## src/rtl/fault_log_pkg.sv

```systemverilog
package fault_log_pkg;

   // register byte offsets
   localparam int OFF_STATUS   = 'h00;
   localparam int OFF_CTRL     = 'h04;
   localparam int OFF_MADDR    = 'h08;
   localparam int OFF_MDATA    = 'h0C;
   localparam int OFF_REC_BASE = 'h10;
   localparam int REC_BYTES    = 16;

   // bit positions
   localparam int ST_OVF     = 0;
   localparam int ST_PEND    = 1;
   localparam int ST_IDX_LSB = 8;
   localparam int CT_PEND    = 30;
   localparam int CT_MASK    = 31;
   localparam int REC_VALID  = 31;

   typedef struct packed {
      logic ovf;
      logic pend;
      logic ip;
      logic emit;
   } evt_t;

   // report one fault condition; signal only if nothing was outstanding
   function automatic evt_t raise_evt(evt_t s, logic masked, logic is_ovf);
      evt_t r;
      logic prior;
      r     = s;
      prior = s.ovf | s.pend;
      if (is_ovf) r.ovf  = 1'b1;
      else        r.pend = 1'b1;
      if (!prior) begin
         if (masked) r.ip   = 1'b1;
         else        r.emit = 1'b1;
      end
      return r;
   endfunction

endpackage

```

## src/rtl/flt_record_bank.sv

```systemverilog
module flt_record_bank #(
   parameter int NUM_SLOTS = 1,
   parameter int SLOT_W    = 1,
   parameter int SRC_W     = 16,
   parameter int IDX_W     = 16
) (
   input  logic                 clk,
   input  logic                 rst_n,
   input  logic                 set_en,
   input  logic [SLOT_W-1:0]    set_slot,
   input  logic [7:0]           set_reason,
   input  logic [SRC_W-1:0]     set_src,
   input  logic [IDX_W-1:0]     set_idx,
   input  logic                 clr_en,
   input  logic [SLOT_W-1:0]    clr_slot,
   input  logic [SLOT_W-1:0]    rd_slot,
   input  logic [1:0]           rd_dw,
   output logic [NUM_SLOTS-1:0] valid_q,
   output logic [31:0]          rd_data
);
   import fault_log_pkg::*;

   logic [31:0] slot_rd [NUM_SLOTS];

   for (genvar s = 0; s < NUM_SLOTS; s++) begin : g_slot
      logic             v_q;
      logic [7:0]       reason_q;
      logic [SRC_W-1:0] src_q;
      logic [IDX_W-1:0] idx_q;
      logic             hit_set, hit_clr;

      assign hit_set = set_en && (set_slot == SLOT_W'(s));
      assign hit_clr = clr_en && (clr_slot == SLOT_W'(s));

      always_ff @(posedge clk) begin
         if (!rst_n) begin
            v_q      <= 1'b0;
            reason_q <= '0;
            src_q    <= '0;
            idx_q    <= '0;
         end else if (hit_set) begin
            // a fault lands after a same-cycle free, so setting wins
            v_q      <= 1'b1;
            reason_q <= set_reason;
            src_q    <= set_src;
            idx_q    <= set_idx;
         end else if (hit_clr) begin
            v_q      <= 1'b0;
         end
      end

      assign valid_q[s] = v_q;

      always_comb begin
         unique case (rd_dw)
            2'd0:    slot_rd[s] = 32'h0;
            2'd1:    slot_rd[s] = 32'(idx_q) << 16;
            2'd2:    slot_rd[s] = 32'(src_q);
            default: slot_rd[s] = {v_q, 23'h0, reason_q};
         endcase
      end
   end

   always_comb begin
      rd_data = 32'h0;
      for (int s = 0; s < NUM_SLOTS; s++)
         if (rd_slot == SLOT_W'(s)) rd_data = slot_rd[s];
   end

   // a free request without a same-slot set leaves that slot invalid
   assert property (@(posedge clk) disable iff (!rst_n)
      (clr_en && !set_en) |=> ((valid_q & (NUM_SLOTS'(1) << $past(clr_slot))) == '0))
      else $error("assert_free_clears_slot_R9");

endmodule

```

## src/rtl/flt_msg_port.sv

```systemverilog
module flt_msg_port (
   input  logic        clk,
   input  logic        rst_n,
   input  logic        fire,
   input  logic [31:0] addr_in,
   input  logic [31:0] data_in,
   input  logic        msg_ready,
   output logic        msg_valid,
   output logic [31:0] msg_addr,
   output logic [31:0] msg_data
);
   logic can_load;
   assign can_load = !msg_valid || msg_ready;

   always_ff @(posedge clk) begin
      if (!rst_n) begin
         msg_valid <= 1'b0;
         msg_addr  <= '0;
         msg_data  <= '0;
      end else begin
         if (msg_valid && msg_ready) msg_valid <= 1'b0;
         // a request while a message is still unaccepted merges into it
         if (fire && can_load) begin
            msg_valid <= 1'b1;
            msg_addr  <= addr_in;
            msg_data  <= data_in;
         end
      end
   end

   assert_msg_held_R10: assert property (@(posedge clk) disable iff (!rst_n)
      (msg_valid && !msg_ready) |=> (msg_valid && $stable(msg_addr) && $stable(msg_data)));

endmodule

```

## src/rtl/fault_log_ctrl.sv

```systemverilog
module fault_log_ctrl #(
   parameter int         NUM_SLOTS = 1,
   parameter int         REG_AW    = 8,
   parameter int         SRC_W     = 16,
   parameter int         IDX_W     = 16,
   parameter logic [7:0] REASON_LO = 8'h20,
   parameter logic [7:0] REASON_HI = 8'h26
) (
   input  logic              clk,
   input  logic              rst_n,
   input  logic              flt_valid,
   input  logic [7:0]        flt_reason,
   input  logic [SRC_W-1:0]  flt_source,
   input  logic [IDX_W-1:0]  flt_index,
   input  logic              reg_wr_en,
   input  logic [REG_AW-1:0] reg_addr,
   input  logic [31:0]       reg_wdata,
   output logic [31:0]       reg_rdata,
   output logic              msg_valid,
   output logic [31:0]       msg_addr,
   output logic [31:0]       msg_data,
   input  logic              msg_ready,
   output logic              unsup_err
);
   import fault_log_pkg::*;

   localparam int SLOT_W  = (NUM_SLOTS > 1) ? $clog2(NUM_SLOTS) : 1;
   localparam int REC_END = OFF_REC_BASE + REC_BYTES * NUM_SLOTS;

   initial begin : param_checks
      assert (NUM_SLOTS >= 1) else $error("NUM_SLOTS must be at least 1");
      assert (SLOT_W <= 8) else $error("slot index must fit the 8-bit index field");
      assert (REC_END <= (1 << REG_AW)) else $error("REG_AW too small for the slots");
      assert (SRC_W >= 1 && SRC_W <= 16) else $error("SRC_W out of range");
      assert (IDX_W >= 1 && IDX_W <= 16) else $error("IDX_W out of range");
      assert (REASON_LO <= REASON_HI) else $error("empty reason range");
   end

   // state
   logic              ovf_q, pend_q, ip_q, mask_q, unsup_q;
   logic [SLOT_W-1:0] ptr_q, last_q;
   logic [31:0]       maddr_q, mdata_q;
   logic [NUM_SLOTS-1:0] valid_q;

   // decode
   logic              aligned, hit_status, hit_ctrl, hit_maddr, hit_mdata, hit_rec;
   logic [REG_AW-1:0] rec_rel;
   logic [SLOT_W-1:0] rec_slot;
   logic [1:0]        rec_dw;
   logic [31:0]       rec_rd;

   assign aligned    = (reg_addr[1:0] == 2'b00);
   assign hit_status = (reg_addr == REG_AW'(OFF_STATUS));
   assign hit_ctrl   = (reg_addr == REG_AW'(OFF_CTRL));
   assign hit_maddr  = (reg_addr == REG_AW'(OFF_MADDR));
   assign hit_mdata  = (reg_addr == REG_AW'(OFF_MDATA));
   assign hit_rec    = aligned && (32'(reg_addr) >= OFF_REC_BASE) && (32'(reg_addr) < REC_END);
   assign rec_rel    = reg_addr - REG_AW'(OFF_REC_BASE);
   assign rec_slot   = SLOT_W'(rec_rel >> 4);
   assign rec_dw     = rec_rel[3:2];

   // next-state, write first then fault
   evt_t                 st1, st2;
   logic                 mask_d, unsup_d, clr_en, set_en, reason_ok, ptr_busy;
   logic [SLOT_W-1:0]    ptr_d, last_d, ptr_nxt;
   logic [31:0]          maddr_d, mdata_d;
   logic [NUM_SLOTS-1:0] valid1;

   assign reason_ok = (flt_reason >= REASON_LO) && (flt_reason <= REASON_HI);
   assign ptr_nxt   = (ptr_q == SLOT_W'(NUM_SLOTS - 1)) ? '0 : ptr_q + 1'b1;

   always_comb begin
      st1.ovf  = ovf_q;
      st1.pend = pend_q;
      st1.ip   = ip_q;
      st1.emit = 1'b0;
      mask_d   = mask_q;
      maddr_d  = maddr_q;
      mdata_d  = mdata_q;
      clr_en   = 1'b0;
      valid1   = valid_q;
      if (reg_wr_en) begin
         if (hit_ctrl) begin
            mask_d = reg_wdata[CT_MASK];
            if (!reg_wdata[CT_MASK] && st1.ip) begin
               st1.ip   = 1'b0;
               st1.emit = 1'b1;
            end
         end
         if (hit_status) begin
            if (reg_wdata[ST_OVF]) st1.ovf = 1'b0;
            if (!st1.ovf && !st1.pend) st1.ip = 1'b0;
         end
         if (hit_maddr) maddr_d = reg_wdata;
         if (hit_mdata) mdata_d = reg_wdata;
         if (hit_rec && rec_dw == 2'd3 && reg_wdata[REC_VALID]) begin
            clr_en = 1'b1;
            for (int s = 0; s < NUM_SLOTS; s++)
               if (rec_slot == SLOT_W'(s)) valid1[s] = 1'b0;
            if (|valid1) st1 = raise_evt(st1, mask_d, 1'b0);
            else begin
               st1.pend = 1'b0;
               if (!st1.ovf) st1.ip = 1'b0;
            end
         end
      end

      st2      = st1;
      set_en   = 1'b0;
      ptr_d    = ptr_q;
      last_d   = last_q;
      unsup_d  = unsup_q;
      ptr_busy = |(valid1 & (NUM_SLOTS'(1) << ptr_q));
      if (flt_valid) begin
         if (!reason_ok) unsup_d = 1'b1;
         else if (!st2.ovf) begin
            if (ptr_busy) st2 = raise_evt(st2, mask_d, 1'b1);
            else begin
               set_en = 1'b1;
               last_d = ptr_q;
               ptr_d  = ptr_nxt;
               st2    = raise_evt(st2, mask_d, 1'b0);
            end
         end
      end
   end

   always_ff @(posedge clk) begin
      if (!rst_n) begin
         ovf_q   <= 1'b0;
         pend_q  <= 1'b0;
         ip_q    <= 1'b0;
         mask_q  <= 1'b1;
         unsup_q <= 1'b0;
         ptr_q   <= '0;
         last_q  <= '0;
         maddr_q <= '0;
         mdata_q <= '0;
      end else begin
         ovf_q   <= st2.ovf;
         pend_q  <= st2.pend;
         ip_q    <= st2.ip;
         mask_q  <= mask_d;
         unsup_q <= unsup_d;
         ptr_q   <= ptr_d;
         last_q  <= last_d;
         maddr_q <= maddr_d;
         mdata_q <= mdata_d;
      end
   end

   flt_record_bank #(
      .NUM_SLOTS(NUM_SLOTS), .SLOT_W(SLOT_W), .SRC_W(SRC_W), .IDX_W(IDX_W)
   ) u_bank (
      .clk(clk), .rst_n(rst_n),
      .set_en(set_en), .set_slot(ptr_q), .set_reason(flt_reason),
      .set_src(flt_source), .set_idx(flt_index),
      .clr_en(clr_en), .clr_slot(rec_slot),
      .rd_slot(rec_slot), .rd_dw(rec_dw),
      .valid_q(valid_q), .rd_data(rec_rd)
   );

   flt_msg_port u_msg (
      .clk(clk), .rst_n(rst_n), .fire(st2.emit),
      .addr_in(maddr_d), .data_in(mdata_d), .msg_ready(msg_ready),
      .msg_valid(msg_valid), .msg_addr(msg_addr), .msg_data(msg_data)
   );

   always_comb begin
      reg_rdata = 32'h0;
      if (hit_status)     reg_rdata = {16'h0, 8'(last_q), 6'h0, pend_q, ovf_q};
      else if (hit_ctrl)  reg_rdata = {mask_q, ip_q, 30'h0};
      else if (hit_maddr) reg_rdata = maddr_q;
      else if (hit_mdata) reg_rdata = mdata_q;
      else if (hit_rec)   reg_rdata = rec_rd;
   end

   assign unsup_err = unsup_q;

   assert_pend_tracks_slots_R3: assert property (@(posedge clk) disable iff (!rst_n)
      pend_q == (|valid_q));
   assert_ip_only_masked_R5: assert property (@(posedge clk) disable iff (!rst_n)
      ip_q |-> mask_q);
   assert_ip_needs_status_R8: assert property (@(posedge clk) disable iff (!rst_n)
      ip_q |-> (ovf_q || pend_q));
   assert_overflow_drops_R4: assert property (@(posedge clk) disable iff (!rst_n)
      (ovf_q && flt_valid && !reg_wr_en) |=> ($stable(valid_q) && $stable(ptr_q)));
   assert_no_resignal_R6: assert property (@(posedge clk) disable iff (!rst_n)
      (flt_valid && !reg_wr_en && (ovf_q || pend_q)) |=> $stable(ip_q));
   assert_unsup_sticky_R12: assert property (@(posedge clk) disable iff (!rst_n)
      unsup_q |=> unsup_q);

endmodule

```

## config.mk

```make
export PLATFORM = sky130hd
export DESIGN_NAME = fault_log_ctrl
export DESIGN_NICKNAME = d
export VERILOG_FILES = /design/src/rtl/fault_log_pkg.sv /design/src/rtl/flt_record_bank.sv /design/src/rtl/flt_msg_port.sv /design/src/rtl/fault_log_ctrl.sv
export SDC_FILE = /design/constraint.sdc
export NUM_CORES = 1
export LEC_CHECK = 0
export ABC_AREA = 1
export BUFFER_PORTS_ARGS = -buffer_cell sky130_fd_sc_hd__buf_2
export CAP_MARGIN = 30
export CORE_UTILIZATION = 35
export DETAILED_ROUTE_END_ITERATION = 12
export PLACE_DENSITY = 0.59
export SLEW_MARGIN = 20
export SYNTH_ARGS = -nofsm -noshare
export SYNTH_HDL_FRONTEND = slang
export SYNTH_SLANG_ARGS = --single-unit
```

## constraint.sdc

```tcl
create_clock -name clk -period 5.3 [get_ports clk]
set_input_delay 1.06 -clock clk [delete_from_list [all_inputs] [get_ports clk]]
set_output_delay 1.06 -clock clk [all_outputs]
set_load 0.05 [all_outputs]
```

; Word level (Yosys, flattened, before mapping)
; Cells that the tools add are included.
[word_totals]
register_bits = 177
[op_classes]
add_sub_neg = 2
n_lt_le_gt_ge = 4
eq_ne = 6
n_shift = 1
n_mux = 54
bitwise_logic = 8
reduce_logical = 23
[ops]
columns = op, count
row1 = 32-bit two-way mux, 10
row2 = 32-bit one-hot mux with 3 select lines, 1
row3 = 1-bit two-way mux, 32
row4 = 4-bit two-way mux, 5
row5 = 8-bit by 4-bit equality test with 1-bit output (second input constant), 2
row6 = 1-bit logical AND, 11
row7 = 2-bit two-way mux, 5
row8 = 8-bit by 3-bit equality test with 1-bit output (second input constant), 1
row9 = 8-bit by 5-bit >= comparator with 1-bit output (second input constant), 1
row10 = 8-bit by 6-bit >= comparator with 1-bit output (second input constant), 1
row11 = 8-bit by 6-bit <= comparator with 1-bit output (second input constant), 1
row12 = 8-bit zero test, 1
row13 = 8-bit by 6-bit less-than comparator with 1-bit output (second input constant), 1
row14 = 1-bit NOT, 5
row15 = 5-bit subtractor (second input constant), 1
row16 = 2-bit equality test (second input constant), 2
row17 = 1-bit zero test, 4
row18 = 2-bit zero test, 2
row19 = 4-bit AND reduction, 1
row20 = 2-bit nonzero test, 2
row21 = 3-bit two-way mux, 1
row22 = 2-bit by 1-bit equality test with 1-bit output (second input constant), 1
row23 = 1-bit bitwise OR, 2
row24 = 2-bit AND reduction, 1
row25 = 4 further kinds, 4

; Longest topological paths before layout
; Gate-level depths: netlist of the first run.
[depth]
depth_word = 20
ltp_mapped = 15
depth_no_buf = 12

; Cells and area by module
; Synthesis of the first run repeated with hierarchy kept, for this count alone.
[unflattened]
cells_unflattened = 1297
hier_area_um2 = 8817.2
[by_module_without_submodules]
columns = mod, instances, cells_per_inst, area_per_inst_um2, seq_area_each_um2
row1 = fault_log_ctrl, 1, 585, 3719.8, 1381.3
row2 = flt_msg_port, 1, 424, 2939.1, 1301.2
row3 = flt_record_bank, 1, 288, 2158.3, 820.8

; Least setup slack after synthesis of the first run
; No wires, ideal clock.
[synth_timing]
path_type = input port to output port
startpoint = input reg_addr[4]
endpoint = output reg_rdata[14]
arrival_ps = 3019
required_time_ps = 4240
path_slack_ps = 1221
stages = 9
path_cell_list = buf_6 nor2_2 nand2_2 inv_2 nand3_4 clkbuf_1 o21ai_0 a21oi_1 a211oi_1
[synth_via]
elab_chain_len = 8
elab_cells_between_ends = 15
[synth_rtl]
columns = item, line_no
row1 = start: declaration, fault_log_ctrl.sv:16  ; input logic [REG_AW-1:0] reg_addr,
row2 = 8-bit by 5-bit >= comparator with 1-bit output, fault_log_ctrl.sv:57  ; assign hit_rec = aligned && (32'(reg_addr) >= OFF_REC_BASE) && (32'(reg_addr) < REC_END);
row3 = 1-bit logical AND (2 in a row), fault_log_ctrl.sv:57
row4 = 32-bit two-way mux, fault_log_ctrl.sv:175  ; else if (hit_rec) reg_rdata = rec_rd;
row5 = 32-bit two-way mux, fault_log_ctrl.sv:174  ; else if (hit_mdata) reg_rdata = mdata_q;
row6 = 32-bit two-way mux, fault_log_ctrl.sv:173  ; else if (hit_maddr) reg_rdata = maddr_q;
row7 = 32-bit two-way mux, fault_log_ctrl.sv:172  ; else if (hit_ctrl) reg_rdata = {mask_q, ip_q, 30'h0};
row8 = 32-bit two-way mux (*), fault_log_ctrl.sv:171  ; if (hit_status) reg_rdata = {16'h0, 8'(last_q), 6'h0, pend_q, ovf_q};
row9 = end: declaration, fault_log_ctrl.sv:18  ; output logic [31:0] reg_rdata,
; Mark *: on every way between the ends. The rest lies on a longest branch, timed or not.

; Worst setup path in the final report of the first run
[layout_timing]
startpoint = input reg_addr[4]
endpoint = output reg_rdata[30]
; Same word-level chain as after synthesis.

==> summary.md, run 1 <==
In this run the power spent charging and discharging nets is 0.000643 W. For the total negative slack for setup checks, the log shows 0 ns. The cell count after synthesis came out at 1,061. The die covers 22,600 sq um. The post-synthesis share of cell area spent on full adders, half adders and majority gates is 0%.

The area fraction in and, or, nand and nor cells after synthesis is 25.1%, and the post-detailed-route wirelength per cell is 15.7 um. Once the floorplan was initialized, standard cells occupied 36.1% of the core. After synthesis the netlist holds a flip-flop and latch count of 175. The run gives 362 as the number of violations reported at the end of detailed-routing iteration 0.

For this design the ratio of total power to cell area is 307 nW/um^2. Per report_power, the clock group accounts for 49.2% of the total. The tools report the worst setup path startpoint as reg_addr[4]. Cell internal power was estimated by the tool at 0.00221 W. The post-detailed-route via-to-cell ratio is 4.90, and the total placed instance area is 8630 sq um.

The portion of total power attributed to combinational logic is 4.3%. Setup repair after global routing left no endpoint under its margin. The number of nets handed over by synthesis was 1,146. The number of flops mapped to enable cells by yosys came out at 0.

Setup violations remaining at the end of the flow were counted as 0. The fraction of synthesis flops using an asynchronous set or reset pin was 0%; the largest net degree at the start of global routing was 74. In the synthesized netlist, mux cells make up 0% of the area. After synthesis, the largest family of logic cells by area is simple AND/OR/NAND/NOR gates. The total power draw came out at 0.00285 W. The synthesized area is 7680 sq um, and the average cell area after synthesis is 7.24 sq um. Maximum clock insertion buffer count: 2.

For this run, design rule violations remaining after detail routing come to 0. The vias after detailed routing was 7,277; the number of nets in the layout was 1,279. Across every metal layer, demand over resource in global routing totals 21.0%. Detailed placement ended at an HPWL of 16,100 um. Sequential cells were found to cover 45.6% of the synthesized design area. The launch point of the worst hold path was u_bank.g_slot[0].reason_q[3]$_SDFFE_PN0P_. Derived from the worst setup path, the maximum achievable clock frequency is 234 MHz. The run finished with clean final reports.

The worst setup path is launched from a primary input. The worst setup path is captured at an output port. Summing the areas of all compound-gate instances in the mapped netlist gives 18.2% of the synthesized area. Final setup skew: 0.0109 ns.

The origin of the critical flop-to-flop path is u_msg.msg_valid$_SDFFE_PN0P_. The run gives 4 as the number of antenna violations at the first check in global routing. The utilization after layout came out at 43.6%.

The remaining max-slew budget at the tightest pin came out at 42.3%. The tools report the number of hold violations in the final report as 0. The switching fraction of total power works out to 22.5%.

Sequential cells burn 46.4% of the power. The clock period could shrink to 4.28 ns. Clock-pin slew was measured on the worst setup and hold paths at 0.06 ns. TritonCTS built the clock tree. The H-tree was split into 4 levels.

The number of I/O port buffers came out at 182. The via count of the first global-routing pass is 6,785. Max-slew violation total from the final report: 0. Summing the areas of all xor and xnor instances in the mapped netlist gives 0% of the synthesized area. The die is 150 um wide.

The first TritonRoute pass finished after 5 iterations. The clock net sink count was 175. Summed over all cells, the static leakage comes to 4.29 nW. The type of the setup path with the least slack was in -> out.

The final layout contains routed wiring with a total length of 23,300 um. The measured slew at the worst slew-check pin works out to 0.865 ns. At the later pin of the worst-skew pair, clock insertion delay measures 0.43 ns.

The logs give 0 for the max-cap violation count and 0 for the buffers inserted during post-CTS setup optimization. The run gives 35 as the count of distinct cell types in the synthesized netlist. The worst path required time is 4.24 ns, and the post-route clock period utilization is 80.7%. The number of resized instances in the post-cts repair step is 0, and the highest fanout seen on the critical path is 25. Count of pins on the block boundary: 183. After floorplanning, the core was divided into 53 placement rows.

In the synthesized netlist the dominant register cell turns out to be sky130_fd_sc_hd__dfxtp_1. The total congestion overflow after global routing is 0, and the height of the die is 150 um. The synthesis-to-layout area growth came out at 20.9%. The count of yosys warnings during synthesis was 0; the cell area after layout was 9290 sq um. Of the cells placed in the final design, the portion with a size suffix greater than 1 is 21.6%. The cell sitting at the root of the clock tree is a sky130_fd_sc_hd__clkbuf_16.

For the CTS buffer count, the log shows 17. The min-delay analysis places its worst path in the category reg -> reg. The first global-routing pass estimated 36,400 um of wire. The number of nets with antenna violations after detailed routing came out at 0. The logs give 0.222 mV for the worst vdd rail ir drop and 0.883 for the global placer's final weighted congestion.

Worst endpoint data arrival time: 3.22 ns. The area of the core came out at 21,300 sq um. For this design, the CTS-stage hold fixing added 0 buffers.
logic make-up (layout without fill, tap and decap cells):
kind of cell | after synthesis | after routing
compound gates | 246 | 246
other cells | 0 | 2
simple gates | 448 | 448
flops | 175 | 175
buf+inv | 192 | 338
cell usage in the layout, fill, tap and decap left out, drive strengths merged:
master and instances:
a211oi 2, a21oi 91, or2 1, o21ai 112, clkinv 5, buf 192
a221oi 1, bufinv 5, a31oi 3, o21a 1, o221ai 25, o22ai 9
diode 2, clkinvlp 2, nand3b 1, nor2 183, nand4 21, inv 117
clkbuf 17, nand3 77, dfxtp 175, nor3 5, o211ai 2, nand2 160
worst paths after layout:
| path | endpoint | slack [ns] | depth (start not counted) |
|---|---|---|---|
| max | reg_rdata[30] | 1.02 | 10 |
| min | u_bank.g_slot[0].reason_q[3]$_SDFFE_PN0P_ | 0.45 | 2 |
| max reg2reg | u_msg.msg_data[5]$_SDFFE_PN0P_ | 3.21 | 7 |
| min reg2reg | u_bank.g_slot[0].reason_q[3]$_SDFFE_PN0P_ | 0.45 | 2 |
worst max-delay path, stage by stage:
cell and delay [ns]:
sky130_fd_sc_hd__buf_2 0.41, sky130_fd_sc_hd__nand2_1 0.13, sky130_fd_sc_hd__nor2_2 0.62, sky130_fd_sc_hd__nand2_1 0.20, sky130_fd_sc_hd__o21ai_0 0.18, sky130_fd_sc_hd__o21ai_0 0.10, sky130_fd_sc_hd__nand2_1 0.06, sky130_fd_sc_hd__o211ai_1 0.09
sky130_fd_sc_hd__nand2_1 0.09, sky130_fd_sc_hd__buf_2 0.26
power groups by stage:
stage	Sequential, W	Clock (W)	Combinational [W]
5_1_grt	0.00132	0.00149	0.000138
3_3_place_gp	0.00135	0	0.000121
4_1_cts	0.00132	0.00144	0.000124
3_5_place_dp	0.00135	0	0.000123
2_1_floorplan	0.00136	0	0.0000641
6_report	0.00132	0.00140	0.000123
state kept, by name (all words and copies together), names as in the netlist:
name and cells:
mdata_q 32, mask_q 1, u_bank.g_slot.reason_q 8, u_bank.g_slot.src_q 16, unsup_err 1, maddr_q 32
u_msg.msg_addr 32, ip_q 1, u_msg.msg_valid 1, ovf_q 1, pend_q 1, u_bank.g_slot.idx_q 16
u_msg.msg_data 32, u_bank.valid_q 1
routing by layer:
metal  GRT usage, %  up-vias  part of all wire [%]
li1               -     3750                     -
met1           27.8     3299                    46
met2           33.9      196                    46
met3           4.85       28                   5.9
met4           6.01        4                   1.6
met5              0        -                  0.11
synth_stat cells, types with 12 or more instances:
cell type	n	area, sq um
sky130_fd_sc_hd__nor2_1	178	668
sky130_fd_sc_hd__dfxtp_1	175	3500
sky130_fd_sc_hd__nand2_1	151	567
sky130_fd_sc_hd__inv_1	109	409
sky130_fd_sc_hd__a21oi_1	81	405
sky130_fd_sc_hd__o21ai_0	75	375
sky130_fd_sc_hd__nand3_1	73	365
sky130_fd_sc_hd__clkbuf_1	39	146
sky130_fd_sc_hd__o21ai_1	36	180
sky130_fd_sc_hd__o221ai_1	25	219
sky130_fd_sc_hd__nand4_1	21	131
sky130_fd_sc_hd__buf_2	16	80.1
sky130_fd_sc_hd__buf_6	12	135
final cells by class:
type | instances | area (sq um)
diodes | 2 | 5.00
clock buffers | 17 | 425
clock inverters | 15 | 231
fillers | 2268 | 12000
inverters | 114 | 430
multi-input cells | 694 | 3330
flip-flops and latches | 175 | 3500
well taps | 275 | 344
repair buffers | 192 | 1020
through the flow:
| step | setup WS (ns) | instances | hold WS, ns |
|---|---|---|---|
| floorplan | 1.22 | 1061 | 0.424 |
| global placement | 1.03 | 1449 | 0.437 |
| detailed placement | 1.02 | 1450 | 0.440 |
| CTS | 1.02 | 1482 | 0.452 |
| global route | 0.804 | 1482 | 0.476 |
| finish | 1.02 | 1484 | 0.451 |
Power figures use the tool's default switching activity.
==> run 2: changes to the inputs <==
--- a/config.mk
+++ b/config.mk
@@ -10,7 +10,7 @@
 export CAP_MARGIN = 30
 export CORE_UTILIZATION = 35
 export DETAILED_ROUTE_END_ITERATION = 12
-export PLACE_DENSITY = 0.59
+export PLACE_DENSITY = 0.61
 export SLEW_MARGIN = 20
 export SYNTH_ARGS = -nofsm -noshare
 export SYNTH_HDL_FRONTEND = slang
==> constraint.sdc (replaced) <==
create_clock -name clk -period 3.65 [get_ports clk]
set_input_delay 0.73 -clock clk [delete_from_list [all_inputs] [get_ports clk]]
set_output_delay 0.73 -clock clk [all_outputs]
set_load 0.05 [all_outputs]
==> run 2 against run 1 <==
- flip-flop and latch count is the same
- total power grew 33%
- global-route usage shrank 0.37 points
- via count grew 2.1%
- die area is the same
- final area shrank 0.74%
- clock-buffer cell count grew 3
- clock power grew 21%
- worst hold slack lost 0.0039 ns
- critical endpoint is now reg_rdata[2]
- largest cell class unchanged
- largest power group is now registers
==> summary.md, run 2 (same netlist as run 1, synthesis figures left out) <==
The setup violation total in the final timing report is 0 (unchanged), and the net switching power is 0.000903 W (+40%). The number of I/O port buffers is 182 (unchanged), and the clock insertion delay at the later pin of the skew report is 0.42 ns (about the same). The global placer's final weighted congestion is 0.873 (-1.1%), and the number of buffer and inverter instances along the worst setup path is 5 (+3). The logs give 2 (unchanged) for the maximum clock insertion buffer count and 7,429 (+2.1%) for the vias after detailed routing. The clock-pin slew of the registers on the worst-case setup and hold paths was 0.07 ns (about the same); the area used by multi-input combinational logic was 3330 sq um (unchanged). The post-detailed-route via-to-cell ratio was 4.98 (+1.5%); the max-cap violation count was 0 (unchanged). The tools report the worst vdd rail ir drop as 0.273 mV (+23%). The final-layout fill cell count is 2,247 (-0.93%), and the leakage power of the design is 4.27 nW (-0.66%). The run gives 0 (unchanged) as the count of hold-fix buffers inserted at cts.

The register-to-register setup slack was 1.63 ns (-1.58 ns); the number of H-tree levels was 4 (unchanged). The highest fanout seen on the critical path was 12 (-52%). Design internal power: 0.00289 W (+31%). The global-route wire length before repair is 36,000 um (-0.95%).

The initial core utilization is 36.1% (unchanged), and the total congestion overflow after global routing is 0 (unchanged). The post-placement cell count was 1,456 (+0.41%); the area of the core was 21,300 sq um (unchanged). The tools report the number of violations reported at the end of detailed-routing iteration 0 as 398 (+9.9%). The total placed instance area was 8660 sq um (+0.44%); the relative contribution of the clock network to total power was 44.6% (-4.6 points). The portion of total power attributed to combinational logic is 4.7% (+0.4 points), and the fraction of layout instances using a drive strength above 1 is 21.9% (+0.31 points). The type of the setup path with the least slack is in -> out.

The buffer cell driving the clock tree root is sky130_fd_sc_hd__clkbuf_16. The residual DRC count came out at 0 (unchanged). From synthesis to final layout, the design area changed by 20.0%.

The number of cells on the worst reg-to-reg path was 8 (+1). The logs give 17 (unchanged) for the CTS buffer count and 74 (unchanged) for the largest net degree at the start of global routing. The flow ran to the end, and the final reports show no timing, DRC or antenna violations.

Final-layout worst hold slack: 0.447 ns (-0.00393 ns). The die span in x was 150 um (unchanged); the total negative slack for setup checks was 0 ns (unchanged). The depth of the critical timing path with buffers and inverters included works out to 11 (+1). For the total routing resource utilization after global routing, the log shows 20.6% (-0.37 points).

The number of stages on the worst hold path was 2 (unchanged); the count of placed standard cells in the final layout, fillers left out was 1,493 (+0.61%). The worst endpoint data arrival time is 2.41 ns (-0.81 ns). Path category of the worst min-delay check: reg -> reg. The height of the die was 150 um (unchanged). In the layout the commonest cells are sky130_fd_sc_hd__buf_2 (181), sky130_fd_sc_hd__nor2_1 (178), sky130_fd_sc_hd__dfxtp_1 (175). The number of hold violations in the final report is 0 (unchanged), and the proportion of power drawn by flip-flops and latches is 50.7% (+4.3 points). The tools report the cell area after layout as 9220 sq um (-0.74%).

The tools report the maximum clock frequency as 319 MHz. The logs give 22,600 sq um (unchanged) for the die area and 8 (+4) for the number of antenna violations at the first check in global routing. The via count of the first global-routing pass was 6,852 (+0.99%).

The tools report the storage element area as 3500 sq um (unchanged). TritonCTS built the clock tree. The count of pins on the block boundary is 183 (unchanged). The switching fraction of total power is 23.8% (+1.2 points), and the ratio of total power to cell area is 412 nW/um^2 (+34%). Grouping stages by cell kind, the critical path spends the most delay in buffers and inverters. The remaining max-slew budget at the tightest pin was 48.7% (+6.4 points); the detailed placer's ending HPWL was 16,200 um (+0.49%). The critical path goes through buf_2 > inv_1 > nand2_1 > inv_2 > nand3_4 > inv_2 > a31oi_1 > o21ai_0 > a21oi_1 > nor2_1 > buf_2. The worst setup path is captured at an output port. The run gives 1,285 (+0.47%) as the number of nets in the layout. The buffers inserted during post-CTS setup optimization was 0 (unchanged). The largest individual stage delay along the critical path comes from the cell sky130_fd_sc_hd__buf_2. For the final setup skew, the log shows 0.00844 ns (-0.00247 ns).

The biggest cell delay along the critical path came out at 0.30 ns (-0.32 ns). Setup repair after global routing left no endpoint under its margin. Minimum clock period after layout: 3.14 ns.

The most common cell after layout, fill and taps aside was sky130_fd_sc_hd__buf_2. Floorplan row count: 53 (unchanged). The logs give 0 (unchanged) for the number of nets with antenna violations after detailed routing and 0 (unchanged) for the number of resized instances in the post-cts repair step. The post-detailed-route wirelength per cell is 15.4 um (-1.6%), and the max-slew violation total from the final report is 0 (unchanged). The clock net sink count is 175 (unchanged), and the measured slew at the worst slew-check pin is 0.770 ns (-0.0954 ns).

The tools report the final wirelength as 23,000 um (-0.99%). The first-pass iteration count of the detailed router was 7 (+2); the worst path required time was 2.92 ns (-1.32 ns). The post-route clock period utilization came out at 86.0%. STA classifies the critical path startpoint as a primary input.
[run 2: cell count changes in the layout (fill, tap and decap cells not counted)]
| cell | change |
|---|---|
| sky130_fd_sc_hd__bufinv_16 | -5 |
| sky130_fd_sc_hd__diode_2 | +3 |
| sky130_fd_sc_hd__buf_16 | -1 |
| sky130_fd_sc_hd__buf_4 | +6 |
| sky130_fd_sc_hd__clkbuf_1 | +1 |
| sky130_fd_sc_hd__clkbuf_8 | +2 |
| sky130_fd_sc_hd__clkinv_2 | +3 |
| sky130_fd_sc_hd__clkinvlp_4 | +1 |
| sky130_fd_sc_hd__clkinv_4 | -2 |
| sky130_fd_sc_hd__buf_12 | +1 |
[run 2: cell type report]
class	count	share of cell area, %
diodes	5	0.136
multi-input cells	694	36.1
flip-flops and latches	175	38.0
well taps	275	3.73
repair buffers	198	11.5
clock buffers	20	4.95
clock inverters	12	0.936
inverters	114	4.67
[run 2: per-layer routing]
metal / GRT usage (%) / vias to the layer above / wire length (um)
met5: 0 / - / 22
met3: 5.15 / 37 / 1450
met1: 26.8 / 3376 / 10400
li1: - / 3763 / -
met4: 7.07 / 4 / 471
met2: 33.2 / 249 / 10600
[run 2: path summary, 6_finish.rpt]
kind | to | startpoint
setup reg to reg | u_bank.g_slot[0].reason_q[1]$_SDFFE_PN0P_ | ovf_q$_SDFF_PN0_
hold reg to reg | u_bank.g_slot[0].reason_q[3]$_SDFFE_PN0P_ | u_bank.g_slot[0].reason_q[3]$_SDFFE_PN0P_
setup / recovery | reg_rdata[2] | reg_addr[2]
hold / removal | u_bank.g_slot[0].reason_q[3]$_SDFFE_PN0P_ | u_bank.g_slot[0].reason_q[3]$_SDFFE_PN0P_
[run 2: stage by stage]
| stage | utilization, % | power [W] | setup slack, ns |
|---|---|---|---|
| CTS | 43.3 | 0.00384 | 0.499 |
| detailed placement | 40.7 | 0.00215 | 0.525 |
| floorplan | - | 0.00206 | 0.231 |
| global placement | 40.7 | 0.00215 | 0.555 |
| global route | 43.3 | 0.00394 | 0.405 |
| finish | 43.3 | 0.00379 | 0.512 |
[run 2: power by group through the flow]
stage | Clock (W) | Sequential [W] | Combinational [W]
2_1_floorplan | 0 | 0.00197 | 0.0000931
3_3_place_gp | 0 | 0.00197 | 0.000180
3_5_place_dp | 0 | 0.00197 | 0.000180
4_1_cts | 0.00174 | 0.00192 | 0.000181
5_1_grt | 0.00182 | 0.00192 | 0.000200
6_report | 0.00169 | 0.00192 | 0.000179
[run 2: worst min-delay path: cells and delay by family (launching register included)]
family,cells,cell delay [ns]
simple gates,1,0.05
flops,1,0.30
buf+inv,1,0.06
==> run 3: changes to the inputs <==
--- a/config.mk
+++ b/config.mk
@@ -9,6 +9,7 @@
 export BUFFER_PORTS_ARGS = -buffer_cell sky130_fd_sc_hd__buf_2
 export CAP_MARGIN = 30
 export CORE_UTILIZATION = 35
+export CTS_BUF_LIST = sky130_fd_sc_hd__clkbuf_2
 export DETAILED_ROUTE_END_ITERATION = 12
 export PLACE_DENSITY = 0.61
 export SLEW_MARGIN = 20
==> run 3 against run 2 <==
- clock skew increased by 0.020 ns
- non-clock buffer count is the same
- clock power fell by 48%
- flip-flop and latch count unchanged
==> summary.md, run 3 (same netlist as run 1, synthesis figures left out) <==
The clock net sink count was 175 (unchanged); the area of the core was 21,300 sq um (unchanged). The height of the die was 150 um (unchanged); the count of pins on the block boundary was 183 (unchanged). The highest fanout seen on the critical path is 12 (unchanged), and the first-pass iteration count of the detailed router is 5 (-2). The logs give 0 (unchanged) for the count of hold-fix buffers inserted at cts and 0 (unchanged) for the number of nets with antenna violations after detailed routing. For the number of H-tree levels, the log shows 4 (unchanged).

Critical path startpoint category: a primary input. The path class of the tightest hold or removal check is in -> reg. Fraction of layout instances using a drive strength above 1: 21.8% (-0.082 points). The hold-critical path endpoint is u_bank.g_slot[0].src_q[12]$_SDFFE_PN0P_. The launch point of the worst hold path is flt_source[12]. The via count of the first global-routing pass was 6,824 (-0.41%). The clock insertion delay at the later pin of the skew report is 0.72 ns (+0.30 ns), and the post-detailed-route wirelength per cell is 15.3 um (-0.78%). The tools report the register-to-register setup slack as 1.57 ns (-0.06 ns). Final setup skew: 0.0289 ns (+0.0205 ns). The total congestion overflow after global routing was 0 (unchanged). For the vias after detailed routing, the log shows 7,393 (-0.48%). TritonCTS built the clock tree.

In this run the critical register-to-register path is launched from ovf_q$_SDFF_PN0_. The signal on the critical path passes through buf_2 > inv_1 > nand2_1 > inv_2 > nand3_4 > o21ai_0 > a21oi_1 > a211oi_1 > buf_2. Setup repair after global routing left no endpoint under its margin. The number of stages on the worst hold path is 3 (+1), and the clock-pin slew of the registers on the worst-case setup and hold paths is 0.24 ns (+0.17 ns). The tools report the leakage power of the design as 4.12 nW (-3.4%). The flow ran to the end, and the final reports show no timing, DRC or antenna violations. The CTS buffer count is 17 (unchanged), and the biggest cell delay along the critical path is 0.34 ns (+0.04 ns). The post-detailed-route via-to-cell ratio works out to 4.95 (-0.48%). The worst setup path is captured at an output port. The logs give 10,400 um (-0.23%) for the wire length on met1 and 10,500 um (-1.1%) for the met2 wirelength from detailed routing.

The number of antenna violations at the first check in global routing was 8 (unchanged); the max-slew violation total from the final report was 0 (unchanged). The number of I/O port buffers was 182 (unchanged); the measured slew at the worst slew-check pin was 0.764 ns (-0.00601 ns). The maximum clock insertion buffer count came out at 2 (unchanged). The die area is 22,600 sq um (unchanged), and the total routing resource utilization after global routing is 20.6% (-0.073 points). The worst path required time is 2.92 ns (about the same), and the max-cap violation count is 0 (unchanged). The total negative slack for setup checks was 0 ns (unchanged); the worst endpoint data arrival time was 2.40 ns (about the same). The largest net degree at the start of global routing was 74 (unchanged); the number of violations reported at the end of detailed-routing iteration 0 was 404 (+1.5%). The ratio of total power to cell area was 337 nW/um^2 (-18%); the number of cells on the worst reg-to-reg path was 8 (unchanged). The die span in x is 150 um (unchanged). The library cell contributing the largest single delay on the critical path was sky130_fd_sc_hd__buf_2. The endpoint identified for the worst register-to-register timing path is u_bank.g_slot[0].reason_q[1]$_SDFFE_PN0P_. The logs give 320 MHz (+0.40%) for the maximum clock frequency and 35,800 um (-0.52%) for the global-route wire length before repair. The final wirelength came out at 22,800 um (-0.78%).

For the worst vdd rail ir drop, the log shows 0.202 mV (-26%). The most common cell after layout, fill and taps aside was sky130_fd_sc_hd__buf_2. The number of resized instances in the post-cts repair step was 0 (unchanged); the detailed placer's ending HPWL was 16,200 um (unchanged).

Most used cell along the critical path: sky130_fd_sc_hd__buf_2. The global placer's final weighted congestion came out at 0.873 (unchanged). The number of hold violations in the final report is 0 (unchanged), and the total power draw is 0.00298 W (-21%). The tools report the residual DRC count as 0 (unchanged). The buffers inserted during post-CTS setup optimization was 0 (unchanged); the number of nets in the layout was 1,285 (unchanged).

The initial core utilization came out at 36.1% (unchanged). The floorplan row count is 53 (unchanged), and the post-route clock period utilization is 85.6% (-0.35 points). The remaining max-slew budget at the tightest pin came out at 49.1% (+0.40 points). The highest layer touched by signal routing is met5. The tools report the buffer cell driving the clock tree root as sky130_fd_sc_hd__clkbuf_2. Leaving out fill and tap cells, the most frequent cells in the layout are sky130_fd_sc_hd__buf_2 (181), sky130_fd_sc_hd__nor2_1 (178), sky130_fd_sc_hd__dfxtp_1 (175).

The minimum clock period after layout came out at 3.13 ns (-0.0126 ns). The synthesis-to-layout area growth came out at 15.3%. The type of the setup path with the least slack is in -> out. The met3 wire length was 1480 um (+2.1%); the setup violation total in the final timing report was 0 (unchanged).
==> run 3: worst max path at each step <==
stage / startpoint / endpoint / slack (ns) / depth (start not counted)
final: reg_addr[2] / reg_rdata[15] / 0.52 / 9
after global routing: reg_addr[2] / reg_rdata[2] / 0.42 / 11
after CTS: reg_addr[2] / reg_rdata[2] / 0.52 / 11
after detailed placement: reg_addr[2] / reg_rdata[2] / 0.52 / 11
after global placement: reg_addr[2] / reg_rdata[2] / 0.55 / 11
after floorplan: reg_addr[4] / reg_rdata[14] / 0.23 / 9
==> run 3: metrics by stage <==
step,setup slack [ns],hold WS (ns),util [%],instance area [sq um],instances
2_1_floorplan,0.231,0.424,-,7680,1061
3_3_place_gp,0.555,0.432,40.7,8660,1456
3_5_place_dp,0.525,0.437,40.7,8660,1456
4_1_cts,0.519,0.173,41.6,8850,1488
5_1_grt,0.416,0.168,41.6,8860,1491
6_report,0.524,0.250,41.6,8860,1493
==> run 3: per-layer routing <==
layer	up-vias	track usage [%]
met3	35	5.52
met2	218	33.0
met5	-	0
met1	3372	26.7
met4	4	6.46
li1	3764	-
==> run 3: power breakdown <==
group	switching [W]	total (W)	internal, W	leakage [nW]
logic	0.000117	0.000180	0.0000631	2.59
clock network	0.000695	0.000873	0.000179	0.116
registers	0.00000498	0.00193	0.00193	1.41
==> run 3: area by class of cell <==
class / instances / area, sq um
well taps: 275 / 344
repair buffers: 198 / 1060
flip-flops and latches: 175 / 3500
inverters: 114 / 430
clock buffers: 18 / 90.1
clock inverters: 14 / 93.8
multi-input cells: 694 / 3330
diodes: 5 / 12.5
fillers: 2290 / 12400
==> run 3: critical path, delay by kind of cell <==
kind,cells,cell delay [ns]
compound gates,3,0.53
buf+inv,4,0.74
simple gates,2,0.38
